<file path="config.mk">
export PLATFORM = sky130hd
export DESIGN_NAME = regwin_gateway
export DESIGN_NICKNAME = d
export VERILOG_FILES = /design/src/rtl/gw_pkg.sv /design/src/rtl/gw_ticket_sem.sv /design/src/rtl/gw_backend.sv /design/src/rtl/gw_engine.sv /design/src/rtl/regwin_gateway.sv
export SDC_FILE = /design/constraint.sdc
export NUM_CORES = 1
export LEC_CHECK = 0
export ABC_AREA = 1
export ABC_CLOCK_PERIOD_IN_PS = 4000
export BUFFER_PORTS_ARGS = -buffer_cell sky130_fd_sc_hd__buf_2
export CORE_MARGIN = 8
export CORE_UTILIZATION = 30
export DETAILED_ROUTE_END_ITERATION = 8
export PLACE_DENSITY_LB_ADDON = 0.2
export SLEW_MARGIN = 20
export SYNTH_ARGS = -nofsm -noshare
export SYNTH_HDL_FRONTEND = slang
export SYNTH_SLANG_ARGS = --single-unit
</file>
<file path="constraint.sdc">
create_clock -name clk -period 4 [get_ports clk]
set_input_delay 0.8 -clock clk [delete_from_list [all_inputs] [get_ports clk]]
set_output_delay 0.8 -clock clk [all_outputs]
set_load 0.01 [all_outputs]
</file>
<file path="src/rtl/gw_pkg.sv">
// Shared constants for the register gateway: window offsets, field positions
// of the address/flag register and the transfer direction type.
package gw_pkg;
    localparam int unsigned WORD_W       = 32;
    localparam int unsigned OFF_W        = 5;
    localparam int unsigned SPACE_W      = 16;
    localparam int unsigned AFIELD_W     = 30;
    localparam int unsigned FLAG_BIT     = 31;
    localparam int unsigned SYND_BIT     = 30;

    localparam logic [OFF_W-1:0] OFF_CTRL   = 5'h04;
    localparam logic [OFF_W-1:0] OFF_TICKET = 5'h08;
    localparam logic [OFF_W-1:0] OFF_SEM    = 5'h0C;
    localparam logic [OFF_W-1:0] OFF_ADDR   = 5'h10;
    localparam logic [OFF_W-1:0] OFF_DATA   = 5'h14;

    typedef enum logic {
        DIR_LOAD  = 1'b0,
        DIR_STORE = 1'b1
    } gw_dir_e;
endpackage

</file>
<file path="src/rtl/gw_ticket_sem.sv">
// Ticket counter and ownership semaphore.
// Assumes: tick_rd pulses once per configuration read of the ticket register;
// sem_we pulses once per configuration write of the semaphore. CNT_W <= 32.
module gw_ticket_sem
    import gw_pkg::*;
#(
    parameter int unsigned CNT_W = 32
) (
    input  logic              clk,
    input  logic              rst_n,
    input  logic              tick_rd,
    input  logic              sem_we,
    input  logic [WORD_W-1:0] sem_wdata,
    output logic [WORD_W-1:0] ticket,
    output logic [WORD_W-1:0] sem
);
    logic [CNT_W-1:0]  cnt_q;
    logic [CNT_W-1:0]  cnt_inc;
    logic [WORD_W-1:0] sem_q;

    // Next ticket value, stepping over zero on wrap.
    always_comb begin
        cnt_inc = cnt_q + CNT_W'(1);
        if (cnt_inc == '0) cnt_inc = CNT_W'(1);
    end

    // Ticket counter advances on each read.
    always_ff @(posedge clk) begin
        if (!rst_n)       cnt_q <= CNT_W'(1);
        else if (tick_rd) cnt_q <= cnt_inc;
    end

    // Semaphore: zero releases, nonzero only claims a free semaphore.
    always_ff @(posedge clk) begin
        if (!rst_n) begin
            sem_q <= '0;
        end else if (sem_we) begin
            if (sem_wdata == '0)  sem_q <= '0;
            else if (sem_q == '0) sem_q <= sem_wdata;
        end
    end

    assign ticket = WORD_W'(cnt_q);
    assign sem    = sem_q;

    assert_ticket_step_R1: assert property (@(posedge clk) disable iff (!rst_n)
        tick_rd |=> (cnt_q != $past(cnt_q)) && (cnt_q != '0));
    assert_sem_hold_R2: assert property (@(posedge clk) disable iff (!rst_n)
        (sem_we && sem_wdata != '0 && sem_q != '0) |=> sem_q == $past(sem_q));
    assert_sem_release_R3: assert property (@(posedge clk) disable iff (!rst_n)
        (sem_we && sem_wdata == '0) |=> sem_q == '0);
endmodule

</file>
<file path="src/rtl/gw_backend.sv">
// Internal word store behind the gateway, one bank per supported space.
// Assumes: DEPTH_WORDS is a power of two; en is a one-cycle completion pulse.
// Space s steps through addresses in units of (4 << s) bytes.
module gw_backend
    import gw_pkg::*;
#(
    parameter int unsigned NUM_SPACES  = 2,
    parameter int unsigned DEPTH_WORDS = 16
) (
    input  logic                clk,
    input  logic                rst_n,
    input  logic                en,
    input  logic                we,
    input  logic [SPACE_W-1:0]  space,
    input  logic [AFIELD_W-1:0] addr,
    input  logic [WORD_W-1:0]   wdata,
    output logic [WORD_W-1:0]   rdata,
    output logic [AFIELD_W-1:0] next_addr
);
    localparam int unsigned WIDX_W = $clog2(DEPTH_WORDS);
    localparam int unsigned SIDX_W = (NUM_SPACES > 1) ? $clog2(NUM_SPACES) : 1;
    localparam int unsigned IDX_W  = WIDX_W + SIDX_W;
    localparam logic [AFIELD_W-1:0] SIZE_L  = AFIELD_W'(DEPTH_WORDS * 4);
    localparam logic [SPACE_W-1:0]  NSPC_L  = SPACE_W'(NUM_SPACES);

    logic [WORD_W-1:0] mem [0:(1<<IDX_W)-1];
    logic [IDX_W-1:0]  idx;
    logic              in_range;
    logic [4:0]        step_sh;

    // Bank and word index, and whether the access hits stored words.
    always_comb begin
        idx      = {space[SIDX_W-1:0], addr[WIDX_W+1:2]};
        in_range = (addr < SIZE_L) && (space < NSPC_L);
        step_sh  = 5'd2 + 5'(space[SIDX_W-1:0]);
    end

    // Store on a completing write that hits the space.
    always_ff @(posedge clk) begin
        if (en && we && in_range) mem[idx] <= wdata;
    end

    assign rdata     = in_range ? mem[idx] : '0;
    assign next_addr = ((addr >> step_sh) + AFIELD_W'(1)) << step_sh;

    assert_next_ahead_R9: assert property (@(posedge clk) disable iff (!rst_n)
        (en && !we && in_range) |-> next_addr > addr);
endmodule

</file>
<file path="src/rtl/gw_engine.sv">
// Transfer engine: address/flag/syndrome register, data register, latency
// counter and completion handling. Assumes LATENCY >= 1 and that at most one
// of addr_we, data_we, size_load is high in a cycle.
module gw_engine
    import gw_pkg::*;
#(
    parameter int unsigned LATENCY = 4
) (
    input  logic                clk,
    input  logic                rst_n,
    input  logic                addr_we,
    input  logic                data_we,
    input  logic                size_load,
    input  logic [WORD_W-1:0]   wdata,
    input  logic                space_ok,
    input  logic [AFIELD_W-1:0] space_size,
    output logic                busy,
    output logic [WORD_W-1:0]   addr_reg,
    output logic [WORD_W-1:0]   data_reg,
    output logic                be_en,
    output logic                be_we,
    output logic [AFIELD_W-1:0] be_addr,
    output logic [WORD_W-1:0]   be_wdata,
    input  logic [WORD_W-1:0]   be_rdata,
    input  logic [AFIELD_W-1:0] be_next
);
    localparam int unsigned LAT_W = $clog2(LATENCY + 1);

    logic                busy_q, flag_q, synd_q;
    gw_dir_e             dir_q;
    logic [LAT_W-1:0]    lat_q;
    logic [AFIELD_W-1:0] afield_q;
    logic [WORD_W-1:0]   data_q;
    logic                take_req, start, done;

    // Request acceptance and completion strobes.
    always_comb begin
        take_req = addr_we && !busy_q;
        start    = take_req && !wdata[SYND_BIT] && space_ok;
        done     = busy_q && (lat_q == '0);
    end

    // Transfer state: busy window, flag, syndrome and address field.
    always_ff @(posedge clk) begin
        if (!rst_n) begin
            busy_q   <= 1'b0;
            flag_q   <= 1'b0;
            synd_q   <= 1'b0;
            dir_q    <= DIR_LOAD;
            lat_q    <= '0;
            afield_q <= '0;
        end else begin
            if (done) begin
                busy_q <= 1'b0;
                flag_q <= (dir_q == DIR_LOAD);
                if (dir_q == DIR_LOAD) afield_q <= be_next;
            end else if (busy_q) begin
                lat_q <= lat_q - LAT_W'(1);
            end
            if (start) begin
                busy_q   <= 1'b1;
                lat_q    <= LAT_W'(LATENCY - 1);
                dir_q    <= gw_dir_e'(wdata[FLAG_BIT]);
                flag_q   <= wdata[FLAG_BIT];
                synd_q   <= 1'b0;
                afield_q <= wdata[AFIELD_W-1:0];
            end else if (take_req) begin
                synd_q <= 1'b1;
            end
            if (size_load && !busy_q) afield_q <= space_size;
        end
    end

    // Data register: loads from software when idle, from the store on a load.
    always_ff @(posedge clk) begin
        if (!rst_n)                          data_q <= '0;
        else if (done && dir_q == DIR_LOAD)  data_q <= be_rdata;
        else if (data_we && !busy_q)         data_q <= wdata;
    end

    assign busy     = busy_q;
    assign addr_reg = {flag_q, synd_q, afield_q};
    assign data_reg = data_q;
    assign be_en    = done;
    assign be_we    = (dir_q == DIR_STORE);
    assign be_addr  = afield_q;
    assign be_wdata = data_q;

    assert_size_load_R5: assert property (@(posedge clk) disable iff (!rst_n)
        (size_load && !busy_q) |=> afield_q == $past(space_size));
    assert_reject_R6: assert property (@(posedge clk) disable iff (!rst_n)
        (take_req && (wdata[SYND_BIT] || !space_ok)) |=> (!busy_q && synd_q));
    assert_store_flag_R7: assert property (@(posedge clk) disable iff (!rst_n)
        (done && dir_q == DIR_STORE) |=> !flag_q);
    assert_load_flag_R8: assert property (@(posedge clk) disable iff (!rst_n)
        (done && dir_q == DIR_LOAD) |=> flag_q);
    assert_busy_data_R10: assert property (@(posedge clk) disable iff (!rst_n)
        (busy_q && lat_q != '0 && data_we) |=> $stable(data_q));
    assert_busy_addr_R10: assert property (@(posedge clk) disable iff (!rst_n)
        (busy_q && lat_q != '0 && addr_we) |=> $stable(afield_q));
endmodule

</file>
<file path="src/rtl/regwin_gateway.sv">
// Indirect register gateway top: decodes the configuration window, holds the
// space-select control register and registers read data for one cycle.
// Assumes cfg_req is a single-cycle strobe per access.
module regwin_gateway
    import gw_pkg::*;
#(
    parameter int unsigned NUM_SPACES  = 2,
    parameter int unsigned DEPTH_WORDS = 16,
    parameter int unsigned LATENCY     = 4,
    parameter int unsigned CNT_W       = 32
) (
    input  logic              clk,
    input  logic              rst_n,
    input  logic              cfg_req,
    input  logic              cfg_wr,
    input  logic [OFF_W-1:0]  cfg_off,
    input  logic [WORD_W-1:0] cfg_wdata,
    output logic              cfg_rvalid,
    output logic [WORD_W-1:0] cfg_rdata
);
    localparam logic [SPACE_W-1:0]  NSPC_L = SPACE_W'(NUM_SPACES);
    localparam logic [AFIELD_W-1:0] SIZE_L = AFIELD_W'(DEPTH_WORDS * 4);

    logic                hit_ctrl, hit_tick, hit_sem, hit_addr, hit_data, rd;
    logic [SPACE_W-1:0]  space_q;
    logic                space_ok, busy;
    logic [WORD_W-1:0]   ctrl_val, ticket, sem, addr_reg, data_reg, rd_mux;
    logic                be_en, be_we;
    logic [AFIELD_W-1:0] be_addr, be_next;
    logic [WORD_W-1:0]   be_wdata, be_rdata;
    logic                rvalid_q, rd_ctrl_q, rd_unmapped_q;
    logic [WORD_W-1:0]   rdata_q;

    // Offset decode.
    always_comb begin
        hit_ctrl = cfg_req && (cfg_off == OFF_CTRL);
        hit_tick = cfg_req && (cfg_off == OFF_TICKET);
        hit_sem  = cfg_req && (cfg_off == OFF_SEM);
        hit_addr = cfg_req && (cfg_off == OFF_ADDR);
        hit_data = cfg_req && (cfg_off == OFF_DATA);
        rd       = cfg_req && !cfg_wr;
    end

    // Space select, held while a transfer is in flight.
    always_ff @(posedge clk) begin
        if (!rst_n)                          space_q <= '0;
        else if (hit_ctrl && cfg_wr && !busy) space_q <= cfg_wdata[SPACE_W-1:0];
    end

    assign space_ok = (space_q < NSPC_L);
    assign ctrl_val = {(space_ok ? 3'b001 : 3'b000), space_ok, 12'd0, space_q};

    gw_ticket_sem #(.CNT_W(CNT_W)) i_ticket_sem (
        .clk       (clk),
        .rst_n     (rst_n),
        .tick_rd   (hit_tick && !cfg_wr),
        .sem_we    (hit_sem && cfg_wr),
        .sem_wdata (cfg_wdata),
        .ticket    (ticket),
        .sem       (sem)
    );

    gw_engine #(.LATENCY(LATENCY)) i_engine (
        .clk        (clk),
        .rst_n      (rst_n),
        .addr_we    (hit_addr && cfg_wr),
        .data_we    (hit_data && cfg_wr),
        .size_load  (hit_ctrl && cfg_wr && (cfg_wdata[SPACE_W-1:0] < NSPC_L)),
        .wdata      (cfg_wdata),
        .space_ok   (space_ok),
        .space_size (SIZE_L),
        .busy       (busy),
        .addr_reg   (addr_reg),
        .data_reg   (data_reg),
        .be_en      (be_en),
        .be_we      (be_we),
        .be_addr    (be_addr),
        .be_wdata   (be_wdata),
        .be_rdata   (be_rdata),
        .be_next    (be_next)
    );

    gw_backend #(.NUM_SPACES(NUM_SPACES), .DEPTH_WORDS(DEPTH_WORDS)) i_backend (
        .clk       (clk),
        .rst_n     (rst_n),
        .en        (be_en),
        .we        (be_we),
        .space     (space_q),
        .addr      (be_addr),
        .wdata     (be_wdata),
        .rdata     (be_rdata),
        .next_addr (be_next)
    );

    // Read-data selection by offset.
    always_comb begin
        unique case (cfg_off)
            OFF_CTRL:   rd_mux = ctrl_val;
            OFF_TICKET: rd_mux = ticket;
            OFF_SEM:    rd_mux = sem;
            OFF_ADDR:   rd_mux = addr_reg;
            OFF_DATA:   rd_mux = data_reg;
            default:    rd_mux = '0;
        endcase
    end

    // Registered read return.
    always_ff @(posedge clk) begin
        if (!rst_n) begin
            rvalid_q      <= 1'b0;
            rdata_q       <= '0;
            rd_ctrl_q     <= 1'b0;
            rd_unmapped_q <= 1'b0;
        end else begin
            rvalid_q      <= rd;
            rd_ctrl_q     <= rd && hit_ctrl;
            rd_unmapped_q <= rd && !(hit_ctrl || hit_tick || hit_sem || hit_addr || hit_data);
            if (rd) rdata_q <= rd_mux;
        end
    end

    assign cfg_rvalid = rvalid_q;
    assign cfg_rdata  = rdata_q;

    assert_status_R4: assert property (@(posedge clk) disable iff (!rst_n)
        (rvalid_q && rd_ctrl_q) |-> ((rdata_q[31:29] != 3'b000) == (rdata_q[SPACE_W-1:0] < NSPC_L)));
    assert_unmapped_R11: assert property (@(posedge clk) disable iff (!rst_n)
        (rvalid_q && rd_unmapped_q) |-> rdata_q == '0);
endmodule

</file>
==> impl_metrics.prom <==
# TYPE chip_impl_metric gauge
chip_impl_metric{name="timing.critical_path.arrival",unit="ns"} 3.89
chip_impl_metric{name="grt_max_degree",unit=""} 82
chip_impl_metric{name="post-route-drc-count",unit=""} 0
chip_impl_metric{name="cts_hold_buffers",unit=""} 0
chip_impl_metric{name="floorplan.initialDensity",unit="%"} 30.1
chip_impl_metric{name="synth_cells",unit=""} 3844
chip_impl_metric{name="clock_skew",unit="ns"} 0.0308
chip_impl_metric{name="postSynthNetCount",unit=""} 3889
chip_impl_info{name="netlist_top_cells_area",value="sky130_fd_sc_hd__edfxtp_1 (65%), sky130_fd_sc_hd__dfxtp_1 (7.7%), sky130_fd_sc_hd__o22ai_1 (6.6%)"} 1
chip_impl_metric{name="grtUsageTotal",unit="%"} 17.8
chip_impl_metric{name="sequentialPowerShare",unit="%"} 52.5
chip_impl_metric{name="max_freq",unit="MHz"} 289
chip_impl_metric{name="synthesis.yosys.warnings",unit=""} 0
chip_impl_metric{name="port_buffers",unit=""} 73
chip_impl_metric{name="final.setup.tns",unit="ns"} 0
chip_impl_metric{name="synth-edff-count",unit=""} 1024
chip_impl_metric{name="die_h",unit="µm"} 414
chip_impl_metric{name="drive_gt1_share",unit="%"} 13.4
chip_impl_metric{name="transition_at_the_pin_with_the_smallest_max_transition_slack",unit="ns"} 0.965
chip_impl_metric{name="drt-vias-per-instance",unit=""} 5.26
chip_impl_metric{name="worst_skew_late_latency",unit="ns"} 0.76
chip_impl_metric{name="leakage",unit="nW"} 17.4
chip_impl_metric{name="power.ir.vdd_worst",unit="mV"} 0.366
chip_impl_metric{name="grt_first_pass_wirelength",unit="µm"} 230000
chip_impl_info{name="cts_tree",value="built"} 1
chip_impl_metric{name="layout.nets",unit=""} 4059
chip_impl_metric{name="dr.first_iter.drc_count",unit=""} 3307
chip_impl_metric{name="cell_internal_power",unit="W"} 0.0204
chip_impl_metric{name="required",unit="ns"} 4.43
chip_impl_metric{name="number_of_standard_cell_rows_in_the_floorplan",unit=""} 146
chip_impl_metric{name="antenna_found_initial",unit=""} 4
chip_impl_info{name="type_of_the_most_critical_hold_path",value="in -> reg"} 1
chip_impl_metric{name="slew_violations",unit=""} 0
chip_impl_metric{name="cts.path.max_buffers",unit=""} 3
chip_impl_metric{name="synth.ff_latch_count",unit=""} 1206
chip_impl_metric{name="tritoncts.num_buffers",unit=""} 134
chip_impl_metric{name="wl",unit="µm"} 159000
chip_impl_metric{name="cts_repair_resize_count",unit=""} 0
chip_impl_metric{name="switching_share",unit="%"} 20.5
chip_impl_metric{name="io-pin-count",unit=""} 74
chip_impl_metric{name="netlist_area",unit="µm²"} 47600
chip_impl_info{name="worstSetupPathType",value="reg -> reg"} 1
chip_impl_info{name="critical_path.endpoint_type",value="register"} 1
chip_impl_metric{name="timing.slew.headroom",unit="%"} 35.6
chip_impl_metric{name="power_per_cell_area",unit="nW/µm²"} 461
chip_impl_metric{name="comb_power_share",unit="%"} 1.2
chip_impl_metric{name="cp_max_fo",unit=""} 13
chip_impl_metric{name="gp_congestion",unit=""} 0.881
chip_impl_metric{name="ctsHtreeMaxLevel",unit=""} 4
chip_impl_metric{name="cts_num_sinks",unit=""} 1206
chip_impl_info{name="cts_root_buf",value="sky130_fd_sc_hd__clkbuf_16"} 1
chip_impl_metric{name="global_route.overflow_total",unit=""} 0
chip_impl_info{name="worstSetupStartpointType",value="register"} 1
chip_impl_metric{name="average_footprint_of_a_synthesized_cell",unit="µm²"} 12.4
chip_impl_metric{name="post-synth-top-area-fraction",unit="%"} 64.7
chip_impl_metric{name="total_power",unit="W"} 0.0257
chip_impl_metric{name="antenna_violating_nets_post_route",unit=""} 0
chip_impl_metric{name="fillCellCount",unit=""} 15600
chip_impl_metric{name="area_delta_synth_final",unit="%"} 17.3
chip_impl_metric{name="core_area",unit="µm²"} 158000
chip_impl_info{name="synth_area_leader_cell",value="sky130_fd_sc_hd__edfxtp_1"} 1
chip_impl_metric{name="path_clk_slew",unit="ns"} 0.06
chip_impl_metric{name="hpwl_after_detailed_placement",unit="µm"} 103000
chip_impl_metric{name="die_width",unit="µm"} 414
chip_impl_metric{name="post_synth_cell_types",unit=""} 56
chip_impl_info{name="ys.flop_type",value="sky130_fd_sc_hd__edfxtp_1"} 1
chip_impl_metric{name="max_cap_violations",unit=""} 0
chip_impl_metric{name="synth_async_sr_flop_share",unit="%"} 0
chip_impl_metric{name="dr_total_vias",unit=""} 32500
chip_impl_info{name="setup_repair_after_global_routing_missed_its_margin",value="no"} 1
chip_impl_metric{name="first_global_vias",unit=""} 31700
chip_impl_metric{name="post_cts_buffers",unit=""} 0
chip_impl_metric{name="post_route_clock_period_utilization",unit="%"} 86.4
chip_impl_metric{name="drt_pre_antenna_iters",unit=""} 7
chip_impl_metric{name="finalSetupViolations",unit=""} 0
chip_impl_metric{name="hold_violation_total_from_the_final_report",unit=""} 0
chip_impl_metric{name="routed_wire_length_per_instance",unit="µm"} 25.7
chip_impl_metric{name="total_die_area",unit="µm²"} 172000
chip_impl_info{name="run_status",value="finished clean"} 1
chip_impl_metric{name="pwr-share-clk",unit="%"} 46.4
chip_impl_metric{name="finalWorstPathRequiredPeriod",unit="ns"} 3.46
chip_impl_metric{name="synth_seq_area_share",unit="%"} 72.3
chip_impl_metric{name="power_switching",unit="W"} 0.00528
[layer usage]
layer  vias to the layer above  GRT usage (%)  wire, µm
li1                      14800              -         -
met1                     16500           25.1     71500
met2                      1022           28.5     73700
met3                       241           2.62      9250
met4                         0           5.45      4510
met5                         -              0         0
[power groups by stage]
stage | registers [W] | clock network (W) | logic (W)
2_1_floorplan | 0.0138 | 0 | 0.000135
3_3_place_gp | 0.0138 | 0 | 0.000294
3_5_place_dp | 0.0138 | 0 | 0.000295
4_1_cts | 0.0135 | 0.0121 | 0.000296
5_1_grt | 0.0135 | 0.0126 | 0.000316
6_report | 0.0135 | 0.0119 | 0.000298
[state kept, by name (all words and copies together) (netlist names)]
name,cells
i_engine.be_wdata,32
i_backend.mem,1024
i_engine.lat_q,3
i_engine.be_we,1
space_q,16
i_engine.busy,1
i_engine.be_addr,30
cfg_rdata,32
cfg_rvalid,1
i_ticket_sem.ticket,32
i_engine.flag_q,1
i_engine.synd_q,1
i_ticket_sem.sem,32
[cell usage after synthesis (19+ instances only)]
library cell / n
sky130_fd_sc_hd__nand4_1: 46
sky130_fd_sc_hd__nor2_1: 249
sky130_fd_sc_hd__o22ai_1: 501
sky130_fd_sc_hd__clkbuf_1: 75
sky130_fd_sc_hd__nand3_1: 202
sky130_fd_sc_hd__inv_1: 148
sky130_fd_sc_hd__dfxtp_1: 182
sky130_fd_sc_hd__nor4_1: 19
sky130_fd_sc_hd__o21ai_0: 350
sky130_fd_sc_hd__edfxtp_1: 1024
sky130_fd_sc_hd__buf_1: 22
sky130_fd_sc_hd__buf_2: 114
sky130_fd_sc_hd__nand2_1: 530
sky130_fd_sc_hd__a21oi_1: 171
sky130_fd_sc_hd__nand3b_1: 24
sky130_fd_sc_hd__o21ai_1: 26
[worst paths after layout]
kind	from	endpoint	slack (ns)	cells past startpoint
min	cfg_wdata[26]	i_ticket_sem.sem[26]	0.37	3
max reg2reg	space_q[6]	i_backend.mem[1][6]	0.54	10
min reg2reg	cfg_rdata[23]	cfg_rdata[23]	0.46	2
max	space_q[6]	i_backend.mem[1][6]	0.54	10
[layout make-up]
type,count,area (µm²),share of cell area (%)
clock inverter,63,597,1.07
antenna,2,5.00,0.00897
multi-input combinational,2251,11800,21.2
tap,2072,2590,4.65
sequential,1206,34400,61.7
inverter,164,634,1.14
timing repair buffer,257,2170,3.89
clock buffer,173,3570,6.40
[critical path: stages (launching register included)]
cell and delay (ns):
sky130_fd_sc_hd__dfxtp_1 0.33, sky130_fd_sc_hd__nor2_1 0.11, sky130_fd_sc_hd__nand2_1 0.07, sky130_fd_sc_hd__nor4_1 0.37, sky130_fd_sc_hd__nand2_1 0.24, sky130_fd_sc_hd__inv_2 0.12, sky130_fd_sc_hd__nand2_1 0.12, sky130_fd_sc_hd__nor2_2 0.53
sky130_fd_sc_hd__nand2_1 0.41, sky130_fd_sc_hd__nor2_4 0.47, sky130_fd_sc_hd__buf_4 0.33
[cell families (layout without fill, tap and decap cells)]
family	Yosys count	after routing	synth area share (%)
buf+inv	387	657	3.51
compound gates	1110	1110	13.4
simple gates	1120	1120	10.4
xor+xnor	17	17	0.313
flops	1206	1206	72.3
other cells	0	2	0
fa+ha+maj	4	4	0.105
[layout by cell type, fill, tap and decap left out, types with 11 or more instances in the layout]
master / count
sky130_fd_sc_hd__a21oi_1: 170
sky130_fd_sc_hd__a31oi_1: 11
sky130_fd_sc_hd__buf_12: 34
sky130_fd_sc_hd__buf_2: 73
sky130_fd_sc_hd__buf_4: 150
sky130_fd_sc_hd__clkbuf_1: 33
sky130_fd_sc_hd__clkbuf_16: 135
sky130_fd_sc_hd__clkinv_1: 34
sky130_fd_sc_hd__clkinv_2: 12
sky130_fd_sc_hd__dfxtp_1: 171
sky130_fd_sc_hd__dfxtp_2: 11
sky130_fd_sc_hd__edfxtp_1: 1024
sky130_fd_sc_hd__inv_1: 146
sky130_fd_sc_hd__inv_2: 11
sky130_fd_sc_hd__nand2_1: 528
sky130_fd_sc_hd__nand3_1: 202
sky130_fd_sc_hd__nand3b_1: 24
sky130_fd_sc_hd__nand4_1: 46
sky130_fd_sc_hd__nor2_1: 210
sky130_fd_sc_hd__nor2_2: 13
sky130_fd_sc_hd__nor2_4: 44
sky130_fd_sc_hd__nor4_1: 19
sky130_fd_sc_hd__o21ai_0: 350
sky130_fd_sc_hd__o21ai_1: 26
sky130_fd_sc_hd__o21ai_2: 14
sky130_fd_sc_hd__o22ai_1: 501
sky130_fd_sc_hd__xor2_1: 11
[through the flow]
step	util, %	worst slack (ns)	std cells	hold WS (ns)	instance area [µm²]
after global routing	35.3	0.398	6186	0.377	55800
after floorplan	-	0.820	3844	0.435	47600
after detailed placement	32.7	0.591	5950	0.453	51600
after global placement	32.7	0.597	5950	0.453	51600
final	35.4	0.545	6188	0.375	55800
after CTS	35.3	0.564	6186	0.320	55800
(Power assumes the default switching activity.)
